**src/rtl/dma_norm_pkg.sv**
```systemverilog
package dma_norm_pkg;

  localparam int ADDR_W = 32;
  localparam int DATA_W = 32;
  localparam int LEN_W  = 16;

  // software field select codes
  localparam logic [2:0] FLD_SRC = 3'd0;
  localparam logic [2:0] FLD_DST = 3'd1;
  localparam logic [2:0] FLD_BLK = 3'd2;
  localparam logic [2:0] FLD_CNT = 3'd3;
  localparam logic [2:0] FLD_CTL = 3'd4;
  localparam logic [2:0] FLD_ENA = 3'd5;

  // packed so that {rpt,dinc,sinc,uw} matches control bits [4:0]
  typedef struct packed {
    logic [ADDR_W-1:0] src;
    logic [ADDR_W-1:0] dst;
    logic [LEN_W-1:0]  blk;
    logic [LEN_W-1:0]  cnt;
    logic              rpt;
    logic              dinc;
    logic              sinc;
    logic [1:0]        uw;
  } chan_cfg_t;

  typedef enum logic [1:0] {
    ST_IDLE = 2'd0,
    ST_RD   = 2'd1,
    ST_WR   = 2'd2,
    ST_DONE = 2'd3
  } xfer_st_e;

  function automatic logic [2:0] unit_bytes(input logic [1:0] uw);
    case (uw)
      2'd0:    return 3'd1;
      2'd1:    return 3'd2;
      default: return 3'd4;
    endcase
  endfunction

  function automatic logic [DATA_W-1:0] unit_mask(input logic [1:0] uw);
    case (uw)
      2'd0:    return DATA_W'(32'h0000_00FF);
      2'd1:    return DATA_W'(32'h0000_FFFF);
      default: return DATA_W'(32'hFFFF_FFFF);
    endcase
  endfunction

endpackage

```
**src/rtl/dma_norm_regs.sv**
```systemverilog
module dma_norm_regs
  import dma_norm_pkg::*;
#(
  parameter int NCH = 8,
  localparam int CHW = (NCH > 1) ? $clog2(NCH) : 1
) (
  input  logic                   clk,
  input  logic                   rst_n,
  input  logic                   cfg_we,
  input  logic [2:0]             cfg_sel,
  input  logic [CHW-1:0]         cfg_ch,
  input  logic [31:0]            cfg_wdata,
  input  logic                   upd_vld,
  input  logic [CHW-1:0]         upd_ch,
  input  logic [ADDR_W-1:0]      upd_src,
  input  logic [ADDR_W-1:0]      upd_dst,
  input  logic [LEN_W-1:0]       upd_cnt,
  input  logic                   upd_clr,
  output chan_cfg_t [NCH-1:0]    cfg_q,
  output logic [NCH-1:0]         en_q
);

  for (genvar i = 0; i < NCH; i++) begin : g_ch
    localparam logic [CHW-1:0] MY_CH  = CHW'(i);
    localparam logic [CHW-1:0] MY_GRP = CHW'(i / 8);
    localparam int             MY_BIT = i % 8;

    chan_cfg_t cfg_n;
    logic      en_n;

    always_comb begin
      cfg_n = cfg_q[i];
      en_n  = en_q[i];
      if (cfg_we && (cfg_ch == MY_CH)) begin
        case (cfg_sel)
          FLD_SRC: cfg_n.src = cfg_wdata[ADDR_W-1:0];
          FLD_DST: cfg_n.dst = cfg_wdata[ADDR_W-1:0];
          FLD_BLK: cfg_n.blk = cfg_wdata[LEN_W-1:0];
          FLD_CNT: cfg_n.cnt = cfg_wdata[LEN_W-1:0];
          FLD_CTL: begin
            cfg_n.uw   = (cfg_wdata[1:0] == 2'd3) ? 2'd2 : cfg_wdata[1:0];
            cfg_n.sinc = cfg_wdata[2];
            cfg_n.dinc = cfg_wdata[3];
            cfg_n.rpt  = cfg_wdata[4];
          end
          default: ;
        endcase
      end
      if (cfg_we && (cfg_sel == FLD_ENA) && (cfg_ch == MY_GRP)) begin
        en_n = cfg_wdata[MY_BIT];
      end
      // engine write-back wins over a software write in the same cycle
      if (upd_vld && (upd_ch == MY_CH)) begin
        cfg_n.src = upd_src;
        cfg_n.dst = upd_dst;
        cfg_n.cnt = upd_cnt;
        if (upd_clr) en_n = 1'b0;
      end
    end

    always_ff @(posedge clk or negedge rst_n) begin
      if (!rst_n) begin
        cfg_q[i] <= '0;
        en_q[i]  <= 1'b0;
      end else begin
        cfg_q[i] <= cfg_n;
        en_q[i]  <= en_n;
      end
    end
  end

endmodule

```
**src/rtl/dma_norm_arb.sv**
```systemverilog
module dma_norm_arb #(
  parameter int NCH = 8,
  localparam int CHW = (NCH > 1) ? $clog2(NCH) : 1
) (
  input  logic           clk,
  input  logic           rst_n,
  input  logic [NCH-1:0] trig,
  input  logic [NCH-1:0] en,
  input  logic [NCH-1:0] clr_vec,
  input  logic           take,
  output logic           req_vld,
  output logic [CHW-1:0] req_ch
);

  logic [NCH-1:0] pend_q;
  logic [NCH-1:0] pend_n;
  logic [NCH-1:0] en_eff;
  logic [NCH-1:0] take_vec;
  logic [NCH-1:0] cand;

  always_comb begin
    en_eff   = en & ~clr_vec;
    take_vec = '0;
    if (take) take_vec[req_ch] = 1'b1;
    // a channel losing its enable this cycle drops its trigger too
    pend_n   = ((pend_q & ~take_vec) | trig) & en_eff;
  end

  always_comb begin
    cand    = pend_q & en_eff;
    req_vld = |cand;
    req_ch  = '0;
    for (int i = NCH - 1; i >= 0; i--) begin
      if (cand[i]) req_ch = CHW'(i);
    end
  end

  always_ff @(posedge clk or negedge rst_n) begin
    if (!rst_n) pend_q <= '0;
    else        pend_q <= pend_n;
  end

endmodule

```
**src/rtl/dma_norm_xfer.sv**
```systemverilog
module dma_norm_xfer
  import dma_norm_pkg::*;
#(
  parameter int NCH = 8,
  localparam int CHW = (NCH > 1) ? $clog2(NCH) : 1
) (
  input  logic              clk,
  input  logic              rst_n,
  input  logic              req_vld,
  input  logic [CHW-1:0]    req_ch,
  input  logic [ADDR_W-1:0] sel_src,
  input  logic [ADDR_W-1:0] sel_dst,
  input  logic [LEN_W-1:0]  sel_blk,
  input  logic [LEN_W-1:0]  sel_cnt,
  input  logic [1:0]        sel_uw,
  input  logic              sel_sinc,
  input  logic              sel_dinc,
  output logic              take,
  output logic              mrd_valid,
  input  logic              mrd_ready,
  output logic [ADDR_W-1:0] mrd_addr,
  output logic [1:0]        mrd_size,
  input  logic [DATA_W-1:0] mrd_rdata,
  output logic              mwr_valid,
  input  logic              mwr_ready,
  output logic [ADDR_W-1:0] mwr_addr,
  output logic [1:0]        mwr_size,
  output logic [DATA_W-1:0] mwr_wdata,
  output logic              upd_vld,
  output logic [CHW-1:0]    upd_ch,
  output logic [ADDR_W-1:0] upd_src,
  output logic [ADDR_W-1:0] upd_dst,
  output logic [LEN_W-1:0]  upd_cnt,
  output logic              upd_clr,
  output logic [NCH-1:0]    irq
);

  xfer_st_e          st_q, st_n;
  logic [CHW-1:0]    ch_q, ch_n;
  logic [ADDR_W-1:0] src_q, src_n, dst_q, dst_n;
  logic [LEN_W-1:0]  rem_q, rem_n, cnt_q, cnt_n;
  logic [1:0]        uw_q, uw_n;
  logic              sinc_q, sinc_n, dinc_q, dinc_n;
  logic [DATA_W-1:0] dat_q, dat_n;
  logic [NCH-1:0]    irq_q, irq_n;
  logic [ADDR_W-1:0] step;

  assign step = ADDR_W'(unit_bytes(uw_q));

  always_comb begin
    st_n   = st_q;
    ch_n   = ch_q;
    src_n  = src_q;
    dst_n  = dst_q;
    rem_n  = rem_q;
    cnt_n  = cnt_q;
    uw_n   = uw_q;
    sinc_n = sinc_q;
    dinc_n = dinc_q;
    dat_n  = dat_q;
    irq_n  = '0;
    take   = 1'b0;
    case (st_q)
      ST_IDLE: begin
        if (req_vld) begin
          take   = 1'b1;
          ch_n   = req_ch;
          src_n  = sel_src;
          dst_n  = sel_dst;
          rem_n  = sel_blk;
          cnt_n  = sel_cnt;
          uw_n   = sel_uw;
          sinc_n = sel_sinc;
          dinc_n = sel_dinc;
          st_n   = ST_RD;
        end
      end
      ST_RD: begin
        if (mrd_ready) begin
          dat_n = mrd_rdata & unit_mask(uw_q);
          st_n  = ST_WR;
        end
      end
      ST_WR: begin
        if (mwr_ready) begin
          if (sinc_q) src_n = src_q + step;
          if (dinc_q) dst_n = dst_q + step;
          rem_n = rem_q - 1'b1;
          st_n  = (rem_q <= LEN_W'(1)) ? ST_DONE : ST_RD;
        end
      end
      ST_DONE: begin
        if (cnt_q <= LEN_W'(1)) irq_n[ch_q] = 1'b1;
        st_n = ST_IDLE;
      end
      default: st_n = ST_IDLE;
    endcase
  end

  always_ff @(posedge clk or negedge rst_n) begin
    if (!rst_n) begin
      st_q   <= ST_IDLE;
      ch_q   <= '0;
      src_q  <= '0;
      dst_q  <= '0;
      rem_q  <= '0;
      cnt_q  <= '0;
      uw_q   <= '0;
      sinc_q <= 1'b0;
      dinc_q <= 1'b0;
      dat_q  <= '0;
      irq_q  <= '0;
    end else begin
      st_q   <= st_n;
      ch_q   <= ch_n;
      src_q  <= src_n;
      dst_q  <= dst_n;
      rem_q  <= rem_n;
      cnt_q  <= cnt_n;
      uw_q   <= uw_n;
      sinc_q <= sinc_n;
      dinc_q <= dinc_n;
      dat_q  <= dat_n;
      irq_q  <= irq_n;
    end
  end

  assign mrd_valid = (st_q == ST_RD);
  assign mrd_addr  = src_q;
  assign mrd_size  = uw_q;
  assign mwr_valid = (st_q == ST_WR);
  assign mwr_addr  = dst_q;
  assign mwr_size  = uw_q;
  assign mwr_wdata = dat_q;
  assign upd_vld   = (st_q == ST_DONE);
  assign upd_ch    = ch_q;
  assign upd_src   = src_q;
  assign upd_dst   = dst_q;
  assign upd_cnt   = cnt_q - 1'b1;
  assign upd_clr   = (cnt_q <= LEN_W'(1));
  assign irq       = irq_q;

endmodule

```
**src/rtl/dma_norm_engine.sv**
```systemverilog
module dma_norm_engine
  import dma_norm_pkg::*;
#(
  parameter int NCH = 8,
  localparam int CHW  = (NCH > 1) ? $clog2(NCH) : 1,
  localparam int NGRP = (NCH + 7) / 8
) (
  input  logic              clk,
  input  logic              rst_n,
  input  logic [NCH-1:0]    trig,
  input  logic              cfg_we,
  input  logic [2:0]        cfg_sel,
  input  logic [CHW-1:0]    cfg_ch,
  input  logic [31:0]       cfg_wdata,
  input  logic [2:0]        cfg_rsel,
  input  logic [CHW-1:0]    cfg_rch,
  output logic [31:0]       cfg_rdata,
  output logic              mrd_valid,
  input  logic              mrd_ready,
  output logic [ADDR_W-1:0] mrd_addr,
  output logic [1:0]        mrd_size,
  input  logic [DATA_W-1:0] mrd_rdata,
  output logic              mwr_valid,
  input  logic              mwr_ready,
  output logic [ADDR_W-1:0] mwr_addr,
  output logic [1:0]        mwr_size,
  output logic [DATA_W-1:0] mwr_wdata,
  output logic [NCH-1:0]    irq
);

  chan_cfg_t [NCH-1:0] cfg_q;
  logic [NCH-1:0]      en_q;
  logic                upd_vld, upd_clr, take, req_vld;
  logic [CHW-1:0]      upd_ch, req_ch;
  logic [ADDR_W-1:0]   upd_src, upd_dst;
  logic [LEN_W-1:0]    upd_cnt;
  logic [NCH-1:0]      clr_vec;
  chan_cfg_t           sel_cfg, rd_cfg;
  logic [NGRP*8-1:0]   en_pad;

  dma_norm_regs #(.NCH(NCH)) u_regs (
    .clk       (clk),
    .rst_n     (rst_n),
    .cfg_we    (cfg_we),
    .cfg_sel   (cfg_sel),
    .cfg_ch    (cfg_ch),
    .cfg_wdata (cfg_wdata),
    .upd_vld   (upd_vld),
    .upd_ch    (upd_ch),
    .upd_src   (upd_src),
    .upd_dst   (upd_dst),
    .upd_cnt   (upd_cnt),
    .upd_clr   (upd_clr),
    .cfg_q     (cfg_q),
    .en_q      (en_q)
  );

  always_comb begin
    clr_vec = '0;
    if (upd_vld && upd_clr) clr_vec[upd_ch] = 1'b1;
  end

  dma_norm_arb #(.NCH(NCH)) u_arb (
    .clk     (clk),
    .rst_n   (rst_n),
    .trig    (trig),
    .en      (en_q),
    .clr_vec (clr_vec),
    .take    (take),
    .req_vld (req_vld),
    .req_ch  (req_ch)
  );

  always_comb begin
    sel_cfg = '0;
    if (int'(req_ch) < NCH) sel_cfg = cfg_q[req_ch];
  end

  dma_norm_xfer #(.NCH(NCH)) u_xfer (
    .clk       (clk),
    .rst_n     (rst_n),
    .req_vld   (req_vld),
    .req_ch    (req_ch),
    .sel_src   (sel_cfg.src),
    .sel_dst   (sel_cfg.dst),
    .sel_blk   (sel_cfg.blk),
    .sel_cnt   (sel_cfg.cnt),
    .sel_uw    (sel_cfg.uw),
    .sel_sinc  (sel_cfg.sinc),
    .sel_dinc  (sel_cfg.dinc),
    .take      (take),
    .mrd_valid (mrd_valid),
    .mrd_ready (mrd_ready),
    .mrd_addr  (mrd_addr),
    .mrd_size  (mrd_size),
    .mrd_rdata (mrd_rdata),
    .mwr_valid (mwr_valid),
    .mwr_ready (mwr_ready),
    .mwr_addr  (mwr_addr),
    .mwr_size  (mwr_size),
    .mwr_wdata (mwr_wdata),
    .upd_vld   (upd_vld),
    .upd_ch    (upd_ch),
    .upd_src   (upd_src),
    .upd_dst   (upd_dst),
    .upd_cnt   (upd_cnt),
    .upd_clr   (upd_clr),
    .irq       (irq)
  );

  // software read-back
  always_comb begin
    rd_cfg = '0;
    if (int'(cfg_rch) < NCH) rd_cfg = cfg_q[cfg_rch];
    en_pad = '0;
    en_pad[NCH-1:0] = en_q;
    cfg_rdata = '0;
    case (cfg_rsel)
      FLD_SRC: cfg_rdata = rd_cfg.src;
      FLD_DST: cfg_rdata = rd_cfg.dst;
      FLD_BLK: cfg_rdata = {{(32-LEN_W){1'b0}}, rd_cfg.blk};
      FLD_CNT: cfg_rdata = {{(32-LEN_W){1'b0}}, rd_cfg.cnt};
      FLD_CTL: cfg_rdata = {27'd0, rd_cfg.rpt, rd_cfg.dinc, rd_cfg.sinc, rd_cfg.uw};
      FLD_ENA: if (int'(cfg_rch) < NGRP) cfg_rdata = {24'd0, en_pad[int'(cfg_rch)*8 +: 8]};
      default: cfg_rdata = '0;
    endcase
  end

endmodule

```
**config.mk**
```make
export PLATFORM = sky130hd
export DESIGN_NAME = dma_norm_engine
export DESIGN_NICKNAME = d
export VERILOG_FILES = /design/src/rtl/dma_norm_pkg.sv /design/src/rtl/dma_norm_regs.sv /design/src/rtl/dma_norm_arb.sv /design/src/rtl/dma_norm_xfer.sv /design/src/rtl/dma_norm_engine.sv
export SDC_FILE = /design/constraint.sdc
export NUM_CORES = 2
export LEC_CHECK = 0
export BUFFER_PORTS_ARGS = -buffer_cell sky130_fd_sc_hd__buf_2
export CELL_PAD_IN_SITES_DETAIL_PLACEMENT = 1
export CELL_PAD_IN_SITES_GLOBAL_PLACEMENT = 2
export CORE_MARGIN = 1
export CORE_UTILIZATION = 38
export DETAILED_ROUTE_END_ITERATION = 8
export PLACE_DENSITY = 0.83
export SYNTH_ARGS = -nofsm -noshare
export SYNTH_HDL_FRONTEND = slang
export SYNTH_SLANG_ARGS = --single-unit
```
**constraint.sdc**
```tcl
create_clock -name clk -period 7.84 [get_ports clk]
set_clock_uncertainty 0.15 [all_clocks]
set_input_delay 1.568 -clock clk [delete_from_list [all_inputs] [get_ports clk]]
set_output_delay 1.568 -clock clk [all_outputs]
set_load 0.01 [all_outputs]
```
==> impl_metrics.ini <==
[run_status]
run_status = completed

[timing]
max_slew_margin_pct = 10.4
period_share_pct = 81.9
setup_tns_ns = 0
rsz0062_at_grt = false
period_needed_ns = 6.42
slew_violations = 0
setup_viol = 0
finalHoldViolCount = 0
max_freq_mhz = 156
worst_slew_pin_slew_ns = 1.33
hold_slack_ns = 0.321

[yosys]
synth_compound_area_share_pct = 13.0
ys_warn_count = 0
syn_inst = 5677
synth_area_per_cell_um2 = 9.94
synthXorXnorAreaFrac_pct = 0.233
synth-adder-area-share_pct = 0.293
synth_edf_count = 0
ys.flop_type = dfrtp_1
async_reset_ff_share_pct = 100
synth_nets = 5778
synth-seq-area-share_pct = 43.0
muxShareOfSynthArea_pct = 27.3
synth_area_um2 = 56400
synth-seq-cells = 969
synth-simple-area-share_pct = 12.0
synth_cell_types = 88
synth_top_family_by_area = multiplexers

[placed_design]
port_buffers = 230
dpl.hpwl_mm = 148
gp_congestion = 0.882

[detailed_routing]
postRouteWirelength_mm = 248
drc = 0
viasPerCell = 6.53
ant_nets = 0
wl_per_cell_um = 32.6
via_count = 49600
drtIter0Drc = 5550
firstDrtPassIters = 8

[pwr]
switching_power_mw = 7.31
powerDensity_nw_per_um2 = 302
p_seq_share_pct = 41.6
power_mw = 19.1
swShare_pct = 38.3
intPower_mw = 11.8
peakVddDrop_mv = 0.157
leakagePower_nw = 25.9
pwr-share-comb_pct = 28.7
pwr-share-clk_pct = 29.7

[setup_path]
reg2regPathDepth = 9
crit_arrival_ns = 4.71
critPathKind = in2out
required_ns = 6.12
cp-end-kind = output pin
start_kind = input port
path_max_fanout = 73

[global_route]
grt_max_degree = 181
antenna_found_initial = 18
grt_pass1_wl_mm = 362
globalRouteTotalUtil_pct = 32.5
grt-ovfl-total = 0
first_global_vias = 50700

[die]
fp.dieW_um = 387
die_area_um2 = 150000
num_io_pins = 231
rows = 141
die_height_um = 387
initial_core_util_pct = 38.3
core_area_um2 = 147000

[clock_network]
cts.path.max_buffers = 3
cts_buffers = 110
cts_sinks = 969
post_cts_buffers = 0
postCtsHoldBufs = 0
clkSlewWorstSetupHoldPaths_ns = 0.06
clock-root-buffer = clkbuf_16
htreeDepth = 3
cts_resized = 0
cts_tree = built
clk-insertion-delay-late_ns = 0.76

[final_layout]
fin_nets = 5664
drive_above_1_share_pct = 18.7
syn2layout_area_growth_pct = 11.9

[min_path]
hp-class = reg2reg
min_path_cells = 2

[job]
cap_violations = 0
==> path summary, 6_finish.rpt <==
check	from	endpoint	slack, ns
worst min-delay path	u_xfer.mwr_wdata[17]	u_xfer.mwr_wdata[17]	0.32
max in group asynchronous	rst_n	u_regs.cfg_q[502]	5.20
worst max-delay path	cfg_rch[0]	cfg_rdata[14]	1.42
min in group asynchronous	rst_n	u_regs.cfg_q[203]	0.66
worst min register to register	u_xfer.mwr_wdata[17]	u_xfer.mwr_wdata[17]	0.32
worst max register to register	u_xfer.cnt_q[9]	u_xfer.rem_q[5]	2.11
==> kinds of logic (layout without fill, tap and decap cells) <==
logic type | after synthesis | count (layout)
AND/OR/NAND/NOR | 1582 | 1582
AO/OA/AOI/OAI | 1272 | 1272
multiplexers | 1234 | 1234
flip-flops | 969 | 969
buffers and inverters | 593 | 572
XOR/XNOR | 15 | 15
adder cells (fa/ha/maj) | 12 | 12
other | 0 | 11
==> placed cells by master (no fill, tap or decap), drive strengths merged, types with 15 or more instances in the layout <==
master  netlist  routed
a211oi       17      17
a21oi       239     239
a222oi       41      41
a22oi        17      17
a31oi        29      29
and3         22      22
buf         143     352
bufinv        0      15
clkbuf      435     163
clkinv        0      24
dfrtp       969     969
inv          15      18
mux2        219     219
mux2i       795     795
mux4        220     220
nand2       953     953
nand3       130     130
nand4        20      20
nor2        269     269
nor3         50      50
nor4         33      33
o21ai       695     695
o221ai       19      19
o22ai       110     110
==> power groups by stage <==
| stage | combinational, mW | sequential (mW) | clock (mW) |
|---|---|---|---|
| floorplan | 3.66 | 7.12 | 0 |
| global placement | 5.17 | 7.88 | 0 |
| detailed placement | 5.37 | 7.94 | 0 |
| CTS | 5.40 | 7.87 | 5.73 |
| global route | 5.88 | 8.09 | 5.89 |
| finish | 5.48 | 7.93 | 5.68 |
==> final cells by class <==
cell class,count,area [um^2]
multi-input combinational,4115,30100
tap,1930,2410
antenna,11,27.5
inverter,15,56.3
clock inverter,42,608
timing repair buffer,352,2390
sequential,969,24200
fill,16400,84400
clock buffer,163,3280
==> through the flow <==
stage | std cells | utilization (%) | cell area, um^2 | worst slack (ns)
after floorplan | 5677 | - | 56400 | 2.09
after global placement | 7381 | 40.2 | 59200 | 1.60
after detailed placement | 7381 | 40.2 | 59200 | 1.59
after CTS | 7586 | 42.8 | 63100 | 1.58
after global routing | 7588 | 42.8 | 63100 | 1.46
final | 7597 | 42.8 | 63100 | 1.42
==> synthesized netlist by cell type (all sizes together), types with 14 or more instances <==
library cell	number	area share, %
dfrtp	969	43
nor2	269	1.8
buf	143	1.3
nand2	953	6.3
mux2	219	4.4
o31a	14	0.22
nor3b	14	0.21
clkbuf	435	2.9
o221ai	19	0.29
a222oi	41	0.73
nor2b	14	0.16
nor3	50	0.47
and3	22	0.24
mux4	220	8.8
inv	15	0.10
a211oi	17	0.23
nand4	20	0.22
nor4	33	0.37
mux2i	795	14
a31oi	29	0.32
a22oi	17	0.23
a21oi	239	2.1
o21ai	695	6.2
nand3	130	1.2
o22ai	110	1.2
==> flip-flops by register name (all words and copies together) (netlist names), 16 cells and up <==
signal,cells
u_regs.cfg_q,808
u_xfer.cnt_q,16
u_xfer.mrd_addr,32
u_xfer.mwr_addr,32
u_xfer.mwr_wdata,32
u_xfer.rem_q,16
==> per-layer routing <==
layer  GRT usage [%]  vias to the layer above  routed length [um]
met5               0                        -                  87
met4            15.3                       14               12300
met3            8.31                      690               24900
met2            50.2                     2614              111000
met1            42.7                    25900               98900
li1                -                    20400                   -
==> critical path: stages <==
cell	delay [ns]
buf_8	0.57
buf_4	0.67
mux4_2	0.40
mux2i_1	0.54
o22ai_1	0.24
or2_2	0.39
buf_2	0.16
No activity file was read; power rests on OpenSTA's default activity.
